<file path="config.mk">
export PLATFORM = sky130hd
export DESIGN_NAME = hostbus_bridge
export DESIGN_NICKNAME = d
export VERILOG_FILES = /design/src/rtl/hb_pkg.sv /design/src/rtl/hb_byte_reg.sv /design/src/rtl/hb_bus_fsm.sv /design/src/rtl/hb_rd_mux.sv /design/src/rtl/hostbus_bridge.sv
export SDC_FILE = /design/constraint.sdc
export NUM_CORES = 1
export LEC_CHECK = 0
export ABC_AREA = 1
export BUFFER_PORTS_ARGS = -buffer_cell sky130_fd_sc_hd__buf_2
export CAP_MARGIN = 20
export CORE_MARGIN = 2
export CORE_UTILIZATION = 53
export CTS_CLUSTER_DIAMETER = 200
export DETAILED_ROUTE_END_ITERATION = 16
export PLACE_DENSITY = 0.9
export SETUP_SLACK_MARGIN = 0.02
export SYNTH_ARGS = -nofsm -noshare
export SYNTH_HDL_FRONTEND = slang
export SYNTH_SLANG_ARGS = --single-unit
</file>
<file path="constraint.sdc">
create_clock -name clk -period 3.27 [get_ports clk]
set_input_delay 0.1635 -clock clk [delete_from_list [all_inputs] [get_ports clk]]
set_output_delay 0.1635 -clock clk [all_outputs]
set_load 0.01 [all_outputs]
</file>
<file path="src/rtl/hb_pkg.sv">
package hb_pkg;

    typedef enum logic [1:0] {
        ST_IDLE     = 2'd0,
        ST_READ_REQ = 2'd1,
        ST_WRITE_REQ = 2'd2
    } hb_state_e;

    localparam int CMD_GO_BIT  = 0;
    localparam int CMD_DIR_BIT = 1;
    localparam int STS_BUSY_BIT = 0;

endpackage

</file>
<file path="src/rtl/hb_byte_reg.sv">
module hb_byte_reg #(
    parameter int W     = 32,
    parameter int HW    = 8,
    parameter int SEL_W = 4,
    parameter int BASE  = 0
) (
    input  logic             clk,
    input  logic             rst_n,
    input  logic             ld_en,
    input  logic [SEL_W-1:0] sel,
    input  logic [HW-1:0]    wbyte,
    input  logic             cap_en,
    input  logic [W-1:0]     cap_val,
    output logic [W-1:0]     q
);
    localparam int LANES = W / HW;

    for (genvar i = 0; i < LANES; i++) begin : g_lane
        localparam logic [SEL_W-1:0] LANE_SEL = SEL_W'(BASE + i);
        always_ff @(posedge clk or negedge rst_n) begin
            if (!rst_n) begin
                q[i*HW +: HW] <= '0;
            end else if (cap_en) begin
                q[i*HW +: HW] <= cap_val[i*HW +: HW];
            end else if (ld_en && sel == LANE_SEL) begin
                q[i*HW +: HW] <= wbyte;
            end
        end
    end
endmodule

</file>
<file path="src/rtl/hb_bus_fsm.sv">
module hb_bus_fsm
    import hb_pkg::*;
#(
    parameter int SEL_W   = 4,
    parameter int HW      = 8,
    parameter int CMD_SEL = 8
) (
    input  logic             clk,
    input  logic             rst_n,
    input  logic             host_wr,
    input  logic [SEL_W-1:0] host_sel,
    input  logic [HW-1:0]    host_wbyte,
    input  logic             bus_waitreq,
    output logic             busy,
    output logic             bus_read,
    output logic             bus_write,
    output logic             rd_capture
);
    localparam logic [SEL_W-1:0] CMD_ADDR = SEL_W'(CMD_SEL);

    hb_state_e state, nxt;
    logic      go_hit;

    assign go_hit = host_wr && (host_sel == CMD_ADDR) && host_wbyte[CMD_GO_BIT];

    always_ff @(posedge clk or negedge rst_n) begin
        if (!rst_n) state <= ST_IDLE;
        else        state <= nxt;
    end

    always_comb begin
        nxt = state;
        unique case (state)
            ST_IDLE: begin
                if (go_hit) nxt = host_wbyte[CMD_DIR_BIT] ? ST_WRITE_REQ : ST_READ_REQ;
            end
            ST_READ_REQ, ST_WRITE_REQ: begin
                if (!bus_waitreq) nxt = ST_IDLE;
            end
            default: nxt = ST_IDLE;
        endcase
    end

    always_comb begin
        busy       = 1'b0;
        bus_read   = 1'b0;
        bus_write  = 1'b0;
        rd_capture = 1'b0;
        unique case (state)
            ST_IDLE: ;
            ST_READ_REQ: begin
                busy       = 1'b1;
                bus_read   = 1'b1;
                rd_capture = !bus_waitreq;
            end
            ST_WRITE_REQ: begin
                busy      = 1'b1;
                bus_write = 1'b1;
            end
            default: ;
        endcase
    end
endmodule

</file>
<file path="src/rtl/hb_rd_mux.sv">
module hb_rd_mux
    import hb_pkg::*;
#(
    parameter int ADDR_W  = 32,
    parameter int DATA_W  = 32,
    parameter int HW      = 8,
    parameter int SEL_W   = 4,
    parameter int STS_SEL = 9
) (
    input  logic [SEL_W-1:0]  sel,
    input  logic [ADDR_W-1:0] addr_q,
    input  logic [DATA_W-1:0] data_q,
    input  logic              busy,
    output logic [HW-1:0]     rbyte
);
    localparam int ALANES = ADDR_W / HW;
    localparam int DLANES = DATA_W / HW;

    always_comb begin
        rbyte = '0;
        for (int i = 0; i < ALANES; i++) begin
            if (sel == SEL_W'(i)) rbyte = addr_q[i*HW +: HW];
        end
        for (int j = 0; j < DLANES; j++) begin
            if (sel == SEL_W'(ALANES + j)) rbyte = data_q[j*HW +: HW];
        end
        if (sel == SEL_W'(STS_SEL)) rbyte[STS_BUSY_BIT] = busy;
    end
endmodule

</file>
<file path="src/rtl/hostbus_bridge.sv">
module hostbus_bridge #(
    parameter int ADDR_W = 32,
    parameter int DATA_W = 32,
    parameter int HW     = 8,
    parameter int SEL_W  = 4
) (
    input  logic              clk,
    input  logic              rst_n,
    input  logic [SEL_W-1:0]  host_sel,
    input  logic              host_wr,
    input  logic [HW-1:0]     host_wdata,
    output logic [HW-1:0]     host_rdata,
    output logic [ADDR_W-1:0] bus_addr,
    output logic [DATA_W-1:0] bus_wdata,
    output logic              bus_read,
    output logic              bus_write,
    input  logic              bus_waitreq,
    input  logic [DATA_W-1:0] bus_rdata
);
    localparam int ALANES   = ADDR_W / HW;
    localparam int DLANES   = DATA_W / HW;
    localparam int DATA_SEL = ALANES;
    localparam int CMD_SEL  = ALANES + DLANES;
    localparam int STS_SEL  = CMD_SEL + 1;

    logic              busy;
    logic              rd_capture;
    logic              ld_en;
    logic [ADDR_W-1:0] addr_q;
    logic [DATA_W-1:0] data_q;

    assign ld_en = host_wr && !busy;

    hb_byte_reg #(.W(ADDR_W), .HW(HW), .SEL_W(SEL_W), .BASE(0)) u_addr (
        .clk(clk), .rst_n(rst_n), .ld_en(ld_en), .sel(host_sel),
        .wbyte(host_wdata), .cap_en(1'b0), .cap_val('0), .q(addr_q)
    );

    hb_byte_reg #(.W(DATA_W), .HW(HW), .SEL_W(SEL_W), .BASE(DATA_SEL)) u_data (
        .clk(clk), .rst_n(rst_n), .ld_en(ld_en), .sel(host_sel),
        .wbyte(host_wdata), .cap_en(rd_capture), .cap_val(bus_rdata), .q(data_q)
    );

    hb_bus_fsm #(.SEL_W(SEL_W), .HW(HW), .CMD_SEL(CMD_SEL)) u_fsm (
        .clk(clk), .rst_n(rst_n), .host_wr(host_wr), .host_sel(host_sel),
        .host_wbyte(host_wdata), .bus_waitreq(bus_waitreq), .busy(busy),
        .bus_read(bus_read), .bus_write(bus_write), .rd_capture(rd_capture)
    );

    hb_rd_mux #(.ADDR_W(ADDR_W), .DATA_W(DATA_W), .HW(HW), .SEL_W(SEL_W),
                .STS_SEL(STS_SEL)) u_rmux (
        .sel(host_sel), .addr_q(addr_q), .data_q(data_q), .busy(busy),
        .rbyte(host_rdata)
    );

    assign bus_addr  = addr_q;
    assign bus_wdata = data_q;
endmodule

</file>
* After elaboration in Yosys (flattened, before gate mapping) *
Index checks and enable logic that the tools add are counted.
W data, S select, Z words.

word-level totals
  register bits = 66
  bits in latches = 0
  RAM bits = 0
  memory bits (read-only) = 0
  input port bits = 48
  output and inout bits = 74
  word-level logic and storage cells = 68
  memories kept = 0

operators by class
  add/subtract/negate cells = 0
  multiply operators = 0
  divide/modulo/power cells = 0
  $lt $le $gt $ge = 0
  equality and inequality tests = 13
  shifts and indexed selects = 0
  multiplexer cells = 25
  bitwise gates (word level) = 0
  reduce and logical (&&, ||, !) cells = 21

operator list
  cell                  count
  $mux W8               16
  $eq A4 B3 Y1 const B  4
  $logic_and A1 B1 Y1   11
  $eq A4 B2 Y1 const B  2
  $eq A4 B4 Y1 const B  2
  $reduce_bool A2 Y1    4
  $mux W2               3
  $mux W1               5
  $eq A4 B1 Y1 const B  1
  $logic_not A4 Y1      1
  $pmux W2 S2           1
  $eq A2 B1 Y1 const B  1
  $eq A2 B2 Y1 const B  1
  $logic_not A1 Y1      2
  $logic_not A2 Y1      1
  $ne A2 B1 Y1 const B  1
  $ne A2 B2 Y1 const B  1
  $reduce_and A2 Y1     1
  $reduce_or A2 Y1      1

* Longest topological paths before layout *
  word-level depth = 10
  depth in mapped cells = 10
  depth with buffers taken out = 9

* Modules after synthesis *
Synthesis repeated with hierarchy kept, for this count alone.

unflattened totals
  cells, all modules = 600
  area, all modules = 4,245.3 sq um

by module, submodules not included
  module                 times used  cells an instance  area an instance (sq um)  seq. area each (sq um)
  hb_byte_reg at u_addr  1           225                1,725.4                   800.8
  hb_byte_reg at u_data  1           226                1,721.7                   800.8
  hb_rd_mux              1           118                589.3                     0.0
  hb_bus_fsm             1           28                 195.2                     50.0
  hostbus_bridge         1           3                  13.8                      0.0

* Worst setup path before layout *
No wires, ideal clock.

  path type = reg2reg
  start point = register u_fsm.state[0]
  end point = register u_addr.q[21]
  setup time = 131 ps
  data arrival time = 1,581 ps
  data required time = 3,139 ps
  slack = 1,558 ps
  cell stages (with the launch flop) = 8
  buffers on the path = 1
  period minus slack after synthesis = 1,712 ps
  path through = dfrtp_1 inv_1 ha_1 nor2_2 nand3_1 clkbuf_1 nand2_1 o21ai_0

on the way
  longest elaborated chain between the ends = 6
  elaborated cells on any way between the ends = 7
  classes of those cells = 2 x eq/ne; 1 x mux; 4 x reduce/logical

ends and longest elaborated chain
  what                                          line                  RTL
  start, declared                               hb_bus_fsm.sv:21      hb_state_e state, nxt;
  start signal, assigned                        hb_bus_fsm.sv:28      else state <= nxt;
  $eq A2 B1 Y1 or $eq A2 B2 Y1 (tied branches)  hb_bus_fsm.sv:49      unique case (state)
  $reduce_or A2 Y1 (no source line) *           --
  $mux W1 *                                     hb_bus_fsm.sv:49
  $logic_not A1 Y1 *                            hostbus_bridge.sv:32  assign ld_en = host_wr && !busy;
  $logic_and A1 B1 Y1 *                         hostbus_bridge.sv:32
  $logic_and A1 B1 Y1 *                         hb_byte_reg.sv:25     end else if (ld_en && sel == LANE_SEL) begin
  end signal, assigned by index                 hb_byte_reg.sv:24     q[i*HW +: HW] <= cap_val[i*HW +: HW];
  end signal, assigned by index                 hb_byte_reg.sv:26     q[i*HW +: HW] <= wbyte;
  end, declared                                 hb_byte_reg.sv:14     output logic [W-1:0] q

Mark *: on every way between the ends. The rest lies on a longest branch, timed or not.
A chain may end at the register's enable or synchronous reset.

* Worst setup path after layout *
  start point = register u_fsm.state[0]
  end point = register u_addr.q[19]

The elaborated chain is that of the path after synthesis.

==> results.sh <==
export IMPL_grt_max_degree=35
export IMPL_crit_fanout=16
export IMPL_power_leakage_uw=0.00210
export IMPL_drtPass1Iterations=6
export IMPL_slew_headroom_pct=51.4
export IMPL_yosysUniqueCellTypes=21
export IMPL_port_buffers=121
export IMPL_crit_path_cell_trace="inv_1, ha_1, nor2_2, nand3_1, o21ai_0"
export IMPL_slowest_delay_ns=0.53
export IMPL_status="finished clean"
export IMPL_antenna_found_initial=0
export IMPL_syn_to_final_growth_pct=26.6
export IMPL_rows=28
export IMPL_diodes=0
export IMPL_pwr_share_comb_pct=37.4
export IMPL_critPathSlowestCell="nand3_1"
export IMPL_worstMarginPinSlew_ns=0.728
export IMPL_ant_nets=0
export IMPL_finalWeightedCongestion=0.920
export IMPL_clock_sinks=66
export IMPL_finalClockSkew_ns=0.00634
export IMPL_cap_violations=0
export IMPL_critPathLaunchType="flop"
export IMPL_drt_iter0_drc=431
export IMPL_pwr_share_clk_pct=22.3
export IMPL_instances_no_fill=613
export IMPL_timing_final_crit_share_pct=68.1
export IMPL_crit_required_ns=3.50
export IMPL_dr_total_vias=3594
export IMPL_cts_tree="yes"
export IMPL_clkTransAtPathRegs_ns=0.08
export IMPL_peakVddDrop_v=0.000532
export IMPL_drive_above_1_share_pct=30.1
export IMPL_worst_setup_path_type="flop to flop"
export IMPL_grt_pass1_wl_um=17500
export IMPL_wl_um=10700
export IMPL_clockBufferDepth=2
export IMPL_cp_end_kind="flop"
export IMPL_grt_remaining_overflow=0
export IMPL_drc=0
export IMPL_p_switching_uw=1530
export IMPL_initial_core_util_pct=55.6
export IMPL_dieArea_um2=6940
export IMPL_die_h_um=83.3
export IMPL_post_route_min_period_ns=2.23
export IMPL_r2r_slack_ns=1.04
export IMPL_dp_cells=597
export IMPL_yosysSeqAreaShare_pct=49.5
export IMPL_setup_viol=0
export IMPL_root_buffer="clkbuf_8"
export IMPL_syn_avg_cell_area_um2=8.05
export IMPL_io_pins=122
export IMPL_dp_hpwl_um=7600
export IMPL_finish_utilization_pct=70.4
export IMPL_cts_htree_levels=3
export IMPL_p_int_uw=2280
export IMPL_fillers=473
export IMPL_die_w_um=83.3
export IMPL_syn_inst=414
export IMPL_synth_top_area_share_pct=49.5
export IMPL_core_um2=5990
export IMPL_cts_buffers=9
export IMPL_cp_arrival_ns=2.45
export IMPL_maxSlewViolCount=0
export IMPL_seqPwrFrac_pct=40.3
export IMPL_synth_area_leaders="dfrtp_1, nand2_1, nand3_1"
export IMPL_yosys_warnings=0
export IMPL_rsz0062_at_grt="no"
export IMPL_clock_latency_ns=0.34
export IMPL_finalHoldViolations=0
export IMPL_synth_seq_cells=66
export IMPL_fmax_ghz=0.449
export IMPL_grt_pass1_vias=3369
export IMPL_grt_util_all_layers_pct=31.8
export IMPL_routed_via_density=5.86
export IMPL_swShare_pct=40.2
export IMPL_power_density_nw_per_um2=903
export IMPL_final_net_count=585
export IMPL_hold_path_class="input pin to flop"
export IMPL_drt_wirelength_per_cell_um=17.5
export IMPL_syn_nets=465
export IMPL_finalSetupTns_ns=0
export IMPL_syn_area_um2=3330
export IMPL_synth_area_leader_cell="dfrtp_1"
power by group through the flow:
stage	logic, uW	registers, uW	clock network (uW)
after global routing	1590	1570	875
after global placement	1360	1500	0
after detailed placement	1410	1520	0
after CTS	1430	1510	839
final	1430	1530	850
after floorplan	649	1640	0
metal layers:
metal  share of wire (%)  vias to the layer above  wire, um  track usage (%)
li1                    -                     1639         -                -
met1                  38                     1658      4080             43.5
met2                  48                      253      5190             50.6
met3                 9.5                       44      1020             5.67
met4                 3.9                        0       420             12.5
met5                   0                        -         0                0
cell usage in the layout, fill, tap and decap left out:
cell type        n
bufinv_16        3
inv_2            1
clkinvlp_4       1
clkinv_2         2
nand2_4          2
clkbuf_8        10
a31oi_1         32
o21ai_1          4
o31ai_1          1
dfrtp_1         66
buf_2          121
a21oi_1          1
nor2_2           3
nor2_1          51
nand4_1         15
o21ai_0         31
nor2_4           5
nand2_1         92
nand2_2         10
inv_1           26
ha_1             3
buf_4            4
nand3_1         53
dlygate4sd3_1    1
worst max-delay path, delay by kind of cell (launching register included):
family                   cells  cell delay (ns)
AO/OA/AOI/OAI                1             0.42
adder cells (fa/ha/maj)      1             0.33
buffers and inverters        1             0.08
flip-flops                   1             0.37
AND/OR/NAND/NOR              2             0.91
state kept, by name (all words and copies together), names as in the netlist:
| name | count |
|---|---|
| u_fsm.state | 2 |
| u_data.q | 32 |
| u_addr.q | 32 |
cells in the mapped netlist, drive strengths merged:
cell type	instances
ha	3
buf	9
clkbuf	8
inv	27
nor2	59
o21ai	35
nand4	15
nand3	53
nand2	104
dfrtp	66
clkinv	1
a21oi	1
a31oi	32
o31ai	1
cell families (layout without fill, tap and decap cells):
kind of cell / after synthesis / in the layout / share of synthesized area, %
fa+ha+maj: 3 / 3 / 1.13
simple gates: 231 / 231 / 31.7
flops: 66 / 66 / 49.5
compound gates: 69 / 69 / 11.6
buf+inv: 45 / 169 / 6.01
through the flow:
| stage | total power, uW | instance area (um2) | hold WS, ns | setup slack [ns] |
|---|---|---|---|---|
| 6_report | 3810 | 4220 | 0.0954 | 1.04 |
| 5_1_grt | 4030 | 4220 | 0.105 | 0.824 |
| 4_1_cts | 3780 | 4220 | 0.0953 | 1.10 |
| 3_5_place_dp | 2930 | 3970 | 0.139 | 1.18 |
| 3_3_place_gp | 2860 | 3970 | 0.121 | 1.33 |
| 2_1_floorplan | 2290 | 3330 | -0.132 | 1.56 |
what timing repair did:
item                       CTS  global route
setup buffers                0             0
hold endpoints to repair    18             0
hold buffers                 1             0
gates resized for setup      0             0
setup endpoints to repair    0             0
worst paths after layout:
kind,startpoint,endpoint,cells after the start
max,u_fsm.state[0]$_DFFE_PN0P_,u_addr.q[19]$_DFFE_PN0P_,5
min,bus_rdata[12],u_data.q[12]$_DFFE_PN0P_,3
max reg2reg,u_fsm.state[0]$_DFFE_PN0P_,u_addr.q[19]$_DFFE_PN0P_,5
min reg2reg,u_addr.q[30]$_DFFE_PN0P_,u_addr.q[30]$_DFFE_PN0P_,2
max in group asynchronous,rst_n,u_data.q[17]$_DFFE_PN0P_,3
min in group asynchronous,rst_n,u_addr.q[26]$_DFFE_PN0P_,2
layout make-up:
cell class / instances / area, um2 / area share, %
multi-input combinational: 303 / 1480 / 35.1
inverter: 28 / 106 / 2.52
clock inverter: 5 / 103 / 2.43
timing repair buffer: 126 / 646 / 15.3
clock buffer: 10 / 138 / 3.26
sequential: 66 / 1650 / 39.1
tap: 75 / 93.8 / 2.22
(Power assumes the default switching activity.)
